==> src/rtl/mbxfifo_pkg.sv <==
package mbxfifo_pkg;
  // Per-channel strobes from control to datapath
  typedef struct packed {
    logic wr;
    logic rd;
    logic flush;
  } chStrobe_t;
endpackage

==> src/rtl/mbxfifo_datapath.sv <==
module mbxfifo_datapath
  import mbxfifo_pkg::*;
#(
  parameter int NUM_CH = 2,
  parameter int DEPTH  = 4,
  parameter int DATA_W = 8,
  localparam int CNT_W = $clog2(DEPTH + 1),
  localparam int PTR_W = (DEPTH > 1) ? $clog2(DEPTH) : 1
) (
  input  logic                                 clk,
  input  logic                                 rstN,
  input  chStrobe_t [NUM_CH-1:0]               strobes,
  input  logic      [DATA_W:0]                 wrWord,
  output logic      [NUM_CH-1:0][CNT_W-1:0]    level,
  output logic      [NUM_CH-1:0][DATA_W:0]     headWord
);

  for (genvar c = 0; c < NUM_CH; c++) begin : gCh
    logic [DATA_W:0] mem [DEPTH];
    logic [PTR_W-1:0] wrPtr, rdPtr;
    logic [CNT_W-1:0] count;

    always_ff @(posedge clk) begin
      if (!rstN) begin
        wrPtr <= '0;
        rdPtr <= '0;
        count <= '0;
      end else if (strobes[c].flush) begin
        wrPtr <= '0;
        rdPtr <= '0;
        count <= '0;
      end else begin
        if (strobes[c].wr) begin
          wrPtr <= (wrPtr == PTR_W'(DEPTH - 1)) ? '0 : wrPtr + 1'b1;
        end
        if (strobes[c].rd) begin
          rdPtr <= (rdPtr == PTR_W'(DEPTH - 1)) ? '0 : rdPtr + 1'b1;
        end
        count <= count + CNT_W'(strobes[c].wr) - CNT_W'(strobes[c].rd);
      end
    end

    always_ff @(posedge clk) begin
      if (strobes[c].wr && !strobes[c].flush) begin
        mem[wrPtr] <= wrWord;
      end
    end

    assign level[c]    = count;
    assign headWord[c] = mem[rdPtr];
  end

endmodule

==> src/rtl/mbxfifo_ctrl.sv <==
module mbxfifo_ctrl
  import mbxfifo_pkg::*;
#(
  parameter int NUM_CH = 2,
  parameter int DEPTH  = 4,
  parameter int DATA_W = 8,
  localparam int CNT_W = $clog2(DEPTH + 1),
  localparam int CH_W  = (NUM_CH > 1) ? $clog2(NUM_CH) : 1
) (
  input  logic                              clk,
  input  logic                              rstN,
  input  logic                              pushValid,
  input  logic [CH_W-1:0]                   pushCh,
  input  logic                              popReq,
  input  logic [CH_W-1:0]                   popCh,
  input  logic [CNT_W-1:0]                  lowThr,
  input  logic [CNT_W-1:0]                  highThr,
  input  logic [NUM_CH-1:0]                 flushReq,
  input  logic [NUM_CH-1:0]                 flushClr,
  input  logic [NUM_CH-1:0]                 ackClr,
  input  logic [NUM_CH-1:0]                 errClr,
  input  logic [NUM_CH-1:0][CNT_W-1:0]      level,
  input  logic [NUM_CH-1:0][DATA_W:0]       headWord,
  output chStrobe_t [NUM_CH-1:0]            strobes,
  output logic [DATA_W-1:0]                 popData,
  output logic [NUM_CH-1:0]                 irqRxXfer,
  output logic [NUM_CH-1:0]                 irqTxAck,
  output logic [NUM_CH-1:0]                 irqLowTide,
  output logic [NUM_CH-1:0]                 irqHighTide,
  output logic [NUM_CH-1:0]                 irqFlush,
  output logic                              irqCombined,
  output logic [NUM_CH-1:0]                 ovfFlag,
  output logic [NUM_CH-1:0]                 udfFlag
);

  logic [NUM_CH-1:0] pushHit, popHit;
  logic [DATA_W-1:0] popNext;

  for (genvar c = 0; c < NUM_CH; c++) begin : gDec
    logic isFull, isEmpty;
    assign isFull     = (level[c] == CNT_W'(DEPTH));
    assign isEmpty    = (level[c] == '0);
    assign pushHit[c] = pushValid && (pushCh == CH_W'(c)) && !flushReq[c];
    assign popHit[c]  = popReq && (popCh == CH_W'(c)) && !flushReq[c];

    assign strobes[c].flush = flushReq[c];
    assign strobes[c].wr    = pushHit[c] && !isFull;
    assign strobes[c].rd    = popHit[c] && !isEmpty;

    always_ff @(posedge clk) begin
      if (!rstN) begin
        ovfFlag[c]  <= 1'b0;
        udfFlag[c]  <= 1'b0;
        irqTxAck[c] <= 1'b0;
        irqFlush[c] <= 1'b0;
      end else begin
        ovfFlag[c]  <= (pushHit[c] && isFull)  || (ovfFlag[c] && !errClr[c]);
        udfFlag[c]  <= (popHit[c] && isEmpty)  || (udfFlag[c] && !errClr[c]);
        irqTxAck[c] <= (strobes[c].rd && headWord[c][DATA_W])
                       || (irqTxAck[c] && !ackClr[c]);
        irqFlush[c] <= flushReq[c] || (irqFlush[c] && !flushClr[c]);
      end
    end

    assign irqRxXfer[c]   = !isEmpty;
    assign irqLowTide[c]  = (level[c] <= lowThr);
    assign irqHighTide[c] = (level[c] >= highThr);
  end

  always_comb begin
    popNext = '0;
    for (int c = 0; c < NUM_CH; c++) begin
      if (strobes[c].rd) popNext = headWord[c][DATA_W-1:0];
    end
  end

  always_ff @(posedge clk) begin
    if (!rstN)       popData <= '0;
    else if (popReq) popData <= popNext;
  end

  assign irqCombined = |{irqRxXfer, irqTxAck, irqFlush, irqHighTide, ovfFlag, udfFlag};

endmodule

==> src/rtl/mbxfifo_top.sv <==
module mbxfifo_top
  import mbxfifo_pkg::*;
#(
  parameter int NUM_CH = 2,
  parameter int DEPTH  = 4,
  parameter int DATA_W = 8,
  localparam int CNT_W = $clog2(DEPTH + 1),
  localparam int CH_W  = (NUM_CH > 1) ? $clog2(NUM_CH) : 1
) (
  input  logic                clk,
  input  logic                rstN,
  input  logic                pushValid,
  input  logic [CH_W-1:0]     pushCh,
  input  logic [DATA_W-1:0]   pushData,
  input  logic                pushAckReq,
  input  logic                popReq,
  input  logic [CH_W-1:0]     popCh,
  output logic [DATA_W-1:0]   popData,
  input  logic [CNT_W-1:0]    lowThr,
  input  logic [CNT_W-1:0]    highThr,
  input  logic [NUM_CH-1:0]   flushReq,
  input  logic [NUM_CH-1:0]   flushClr,
  input  logic [NUM_CH-1:0]   ackClr,
  input  logic [NUM_CH-1:0]   errClr,
  output logic [NUM_CH-1:0]   irqRxXfer,
  output logic [NUM_CH-1:0]   irqTxAck,
  output logic [NUM_CH-1:0]   irqLowTide,
  output logic [NUM_CH-1:0]   irqHighTide,
  output logic [NUM_CH-1:0]   irqFlush,
  output logic                irqCombined,
  output logic [NUM_CH-1:0]   ovfFlag,
  output logic [NUM_CH-1:0]   udfFlag,
  output logic [6:0]          cfgChanCount,
  output logic [15:0]         cfgDepth
);

  chStrobe_t [NUM_CH-1:0]          strobes;
  logic [NUM_CH-1:0][CNT_W-1:0]    level;
  logic [NUM_CH-1:0][DATA_W:0]     headWord;

  mbxfifo_ctrl #(.NUM_CH(NUM_CH), .DEPTH(DEPTH), .DATA_W(DATA_W)) uCtrl (
    .clk(clk), .rstN(rstN),
    .pushValid(pushValid), .pushCh(pushCh),
    .popReq(popReq), .popCh(popCh),
    .lowThr(lowThr), .highThr(highThr),
    .flushReq(flushReq), .flushClr(flushClr), .ackClr(ackClr), .errClr(errClr),
    .level(level), .headWord(headWord), .strobes(strobes),
    .popData(popData),
    .irqRxXfer(irqRxXfer), .irqTxAck(irqTxAck),
    .irqLowTide(irqLowTide), .irqHighTide(irqHighTide),
    .irqFlush(irqFlush), .irqCombined(irqCombined),
    .ovfFlag(ovfFlag), .udfFlag(udfFlag)
  );

  mbxfifo_datapath #(.NUM_CH(NUM_CH), .DEPTH(DEPTH), .DATA_W(DATA_W)) uData (
    .clk(clk), .rstN(rstN),
    .strobes(strobes),
    .wrWord({pushAckReq, pushData}),
    .level(level), .headWord(headWord)
  );

  assign cfgChanCount = 7'(NUM_CH);
  assign cfgDepth     = 16'(DEPTH);

endmodule

==> config.mk <==
export PLATFORM = sky130hd
export DESIGN_NAME = mbxfifo_top
export DESIGN_NICKNAME = d
export VERILOG_FILES = /design/src/rtl/mbxfifo_pkg.sv /design/src/rtl/mbxfifo_datapath.sv /design/src/rtl/mbxfifo_ctrl.sv /design/src/rtl/mbxfifo_top.sv
export SDC_FILE = /design/constraint.sdc
export NUM_CORES = 1
export LEC_CHECK = 0
export BUFFER_PORTS_ARGS = -buffer_cell sky130_fd_sc_hd__buf_4
export CAP_MARGIN = 10
export CORE_UTILIZATION = 55
export DETAILED_ROUTE_END_ITERATION = 6
export PLACE_DENSITY = 0.78
export REMOVE_ABC_BUFFERS = 1
export SYNTH_ARGS = -nofsm -noshare
export SYNTH_HDL_FRONTEND = slang
export SYNTH_HIERARCHICAL = 1
export SYNTH_SLANG_ARGS = --single-unit
==> constraint.sdc <==
create_clock -name clk -period 4.2 [get_ports clk]
set_clock_uncertainty 0.2 [all_clocks]
set_input_delay 0.42 -clock clk [delete_from_list [all_inputs] [get_ports clk]]
set_output_delay 0.42 -clock clk [all_outputs]
set_load 0.02 [all_outputs]
======== Word-level counts from Yosys, hierarchy flattened ========
Memories as Yosys holds them, arrays and structs flattened. A register that Yosys moved wholly into a read port is not among the register bits.
Index checks and enable logic that the tools add are counted.
storage, ports and cells
  memory bits (writable) .................. 72
  flip-flop bits (word level) ............. 30
  output and inout bits ................... 46
  input port bits ......................... 29
  latch bits .............................. 0
  memories kept ........................... 2
  ROM bits ................................ 0
  word-level logic and storage cells ...... 105
operators by class
  mux-type cells .......................... 14
  magnitude comparators ................... 4
  bitwise gates (word level) .............. 3
  shifts and indexed selects .............. 0
  multipliers ............................. 0
  reductions and logical operators ........ 53
  $add $sub $neg .......................... 8
  div/mod/pow operators ................... 0
  equality and inequality tests ........... 6
memories
  name              depth  bits a word  read ports  clocked after memory_dff  write ports  line                    RTL
  uData.gCh[0].mem  4      9            1           1                         1            mbxfifo_datapath.sv:19  logic [DATA_W:0] mem [DEPTH];
  uData.gCh[1].mem  4      9            1           1                         1            mbxfifo_datapath.sv:19
operators by type and width
  kind                   number
  $logic_and A1 B1 Y1    28
  $mux W2                8
  $mux W8                2
  $logic_not A1 Y1       12
  $reduce_or A12 Y1      1
  $add A2 B1 Y2 const B  4
  $eq A2 B2 Y1 const B   4
  $logic_or A1 B1 Y1     8
  $add A3 B1 Y3          2
  $eq A3 B3 Y1 const B   2
  $ge A3 B3 Y1           2
  $le A3 B3 Y1           2
  $logic_not A3 Y1       2
  $sub A3 B1 Y3          2
  $mux W1                4
  $reduce_or A2 Y1       2
  $not A1 Y1             3

======== Logic depth before layout (Yosys ltp) ========
  word-level depth ........................ 7
  mapped depth ............................ 10

======== Cells and area by module ========
The synthesis kept the hierarchy.
modules (own cells, without submodules)
  module            cells an instance  times used  area an instance (um2)
  mbxfifo_datapath  182                1           3507.1
  mbxfifo_ctrl      132                1           1049.8
  mbxfifo_top       25                 1           180.2

======== Least setup slack after synthesis ========
OpenSTA, ideal clock, no wires.
  path type ............................... register -> register
  start point ............................. reg uData.gCh[0].count[1]
  end point ............................... reg uData.gCh[0].count[2]
  cell stages (with the launch flop) ...... 10
  buffers on the path ..................... 1
  period minus slack after synthesis ...... 2.426 ns
  path slack .............................. 1.774 ns
  arrival time ............................ 2.162 ns
  data required time ...................... 3.935 ns
  cell sequence ........................... dfxtp_1 > nor3_2 > and3b_1 > buf_6 > ha_1 > inv_1 > ha_1 > fa_1 > xor3_1 > nor2_1
RTL lines
  what                    line                    RTL
  start, declared         mbxfifo_datapath.sv:21  logic [CNT_W-1:0] count;
  start signal, assigned  mbxfifo_datapath.sv:39  count <= count + CNT_W'(strobes[c].wr) - CNT_W'(strobes[c].rd);

==> results.md <==
- Post-route antenna net violation count: 0
- Critical path fanouts, max: 13
- FF-to-FF End: uData/gCh[0].count[2]
- Startpoint types: flop
- CTS root buf: clkbuf_8
- Std-Cell Rows: 33
- GPL Wtd Cong: 0.8222
- Max-slew headroom: 0.5778
- I/O Buffers: 51
- Pre-antenna DRT Iters: 5
- Largest net degree at the start of global routing: 22
- FF+latch area: 2843 um^2
- Avg WL per Cell: 16.90 um
- Type of the most critical hold path: in2reg
- Initial Utilization: 0.5736
- Post-layout util: 0.6408
- Peak VDD IR: 0.0002655 V
- Clock share of power: 0.337
- Cell Int Power: 0.001463 W
- Period Utilization, post-route: 0.6468
- Yosys warns: 6
- Status: complete, no violations
- Most used DFF post-synth: edfxtp_1
- CP required: 4.31 ns
- Final wirelength: 8432 um
- Initial DRC count: 113
- Die height: 94.81 um
- Diode count: 0
- Combinational power share: 0.070
- Post-route cell area: 5291 um^2
- Hpwl dp: 6053 um
- Most numerous cell in the Yosys netlist: edfxtp_1
- Worst hold path cell count: 1
- Multi-input logic area: 1628 um^2
- Clk slew on worst S/H paths: 0.11 ns
- Tmin final: 2.717 ns
- Setup TNS: 0 ns
- Max clock buf depth: 2
- Post-synth top cells: 72 x edfxtp_1, 34 x dfxtp_1, 27 x inv_1
- Synth cell types: 41
- Final slew viol count: 0
- Clock sink total: 106
- Via count: 2,732
- Seq/Total Area, Yosys: 0.6001
- GRT overflow: 0
- Worst hold margin: 0.09294 ns
- CP startpoint: uData/gCh[0].count[1]
- Top cell type's share of synthesized area: 0.4564
- Drt drc: 0
- Total die area: 8988 um^2
- R2R cell count: 8
- Postcts setup bufs: 0
- Worst Tran Pin Value: 0.6325 ns
- Avg Vias per Cell: 5.475
- Critical Path AT: 2.82 ns
- Top post-synthesis cells by area: edfxtp_1 46%, dfxtp_1 14%, mux4_2 8.6%, ha_1 6.9%, buf_4 4.0%
- Share of cells above drive strength 1: 0.2284
- Critical Path Sink: uData/gCh[0].count[2]
- Psw: 0.0004444 W
- Sequential share of power: 0.593
- Tot Pwr: 0.001908 W
- Post-Synthesis Cells: 339
- Filler Cell Count: 622
- Number of synthesized flops with an enable pin: 72
- Maxcap violations: 0
- Switching share of total power: 0.2330
- Initial antenna violation count: 0
- FF-to-FF Start: uData/gCh[0].count[1]
- Gr usage total: 0.2083
- Hold Buf Count CTS: 0
- Cell Area, Synth: 4737 um^2
- Asr flop ratio synth: 0
- Area Overhead vs Synth: 11.70%
- Pwr/cell area: 360.5 nW/um^2
- CTS tree: yes
- Unrepaired setup endpoints after global routing: false
- R2r setup slk: 1.48 ns
- Io pins: 75
- Clock buffer count from CTS: 9
- Leak: 1.991 nW
- Crit. End Element: flop
- Synth area leader: edfxtp_1
- Final setup vio count: 0
- Post-synthesis area per instance: 13.97 um^2
- Clock latency on the worst-skew pair: 0.36 ns
- Placed cell area: 5086 um^2
- Core Box Area: 8258 um^2
- Post-CTS Resized: 0
- Die W: 94.81 um
- First-pass GRT wire length: 13,460 um
- Vias in the first global route: 2,705
- Final nets: 446
- Max Freq: 368.1 MHz
- H-tree Lvls: 3
- WS Path Type: reg2reg
- Synth Register Bits: 106
- Final-report hold violation count: 0
==> final cells by class <==
class                           count  share of cell area
Clock buffer                        9             0.02341
Clock inverter                      7             0.01537
Inverter                           27             0.01915
Multi-Input combinational cell    194              0.3076
Sequential cell                   106              0.5372
Tap cell                          105             0.02483
Timing Repair Buffer               51             0.07236
==> logic make-up after synthesis <==
group                      after synthesis  share of synthesized area
AOI/OAI and AO/OA                       38                    0.04834
xor gates and xnor gates                 2                   0.009772
muxes                                   22                    0.09403
and+or+nand+nor                         81                    0.09615
adders and majority gates               28                    0.07713
other                                    2                   0.001585
DFF                                    106                     0.6001
buffers and inverters                   60                    0.07290
==> placed cells by master, fill, tap and decap left out, types with 2 or more instances in the layout <==
cell / netlist / layout
ha_1: 26 / 26
or3b_1: 4 / 4
clkbuf_8: 0 / 9
o21ai_0: 12 / 12
inv_6: 0 / 4
nor4_1: 2 / 2
edfxtp_1: 72 / 72
conb_1: 2 / 23
buf_4: 25 / 51
dfxtp_1: 34 / 34
nand3_1: 2 / 2
nand2b_1: 7 / 7
fa_1: 2 / 2
o21a_1: 4 / 4
and2_1: 10 / 10
a32oi_1: 2 / 2
nand2_1: 19 / 19
a21oi_1: 8 / 8
nor2b_1: 10 / 10
mux4_2: 18 / 18
a31oi_1: 8 / 8
mux2i_1: 4 / 4
inv_1: 27 / 27
nor2_1: 18 / 18
==> stage by stage <==
stage / std cells / setup WS [ns]
floorplan: 327 / 1.748
global placement: 483 / 1.521
detailed placement: 483 / 1.460
CTS: 499 / 1.446
global route: 499 / 1.301
finish: 499 / 1.483
==> power by group through the flow <==
stage,sequential (W),clock [W],combinational [W]
after global routing,0.00113,0.000699,0.000148
after detailed placement,0.00115,0,0.000135
final,0.00113,0.000643,0.000134
after global placement,0.00115,0,0.000131
after CTS,0.00113,0.000659,0.000135
after floorplan,0.00116,0,0.0000635
==> worst min-delay path by stage <==
stage	startpoint	to	slack (ns)
3_3_place_gp	uData/gCh[0].rdPtr[0]	uData/gCh[0].rdPtr[0]	0.29
3_5_place_dp	uData/gCh[1].rdPtr[0]	uData/gCh[1].rdPtr[0]	0.31
6_report	pushData[3]	uData/gCh[0].mem[1][3]	0.09
4_1_cts	pushData[3]	uData/gCh[0].mem[2][3]	0.08
2_1_floorplan	uData/gCh[1].rdPtr[0]	flop	0.28
5_1_grt	pushData[7]	uData/gCh[1].mem[2][7]	0.07
==> sequential cells by signal (all words and copies together) (netlist names), named ones only <==
signal	cells
uData/gCh.count	6
uData/gCh.rdPtr	4
uCtrl/udfFlag	2
uCtrl/irqTxAck	2
uCtrl/popData	8
uData/gCh.wrPtr	4
uCtrl/ovfFlag	2
uCtrl/irqFlush	2
uData/gCh.mem	72
==> critical path, cell delays in order (launching register included) <==
cell and delay [ns]:
dfxtp_1 0.39, nor3_2 0.27, and3b_1 0.38, ha_1 0.36
inv_1 0.04, ha_1 0.18, fa_1 0.39, xor3_1 0.35
nor2_1 0.09
==> per-layer routing <==
layer,vias up,track usage,part of all wire,wire [um]
met4,0,0.07702,0.021,174
met1,1314,0.2570,0.42,3565
met5,-,0,0,0
met3,16,0.05717,0.065,546
met2,127,0.3507,0.49,4146
li1,1275,-,-,-
Power figures use the tool's default switching activity.
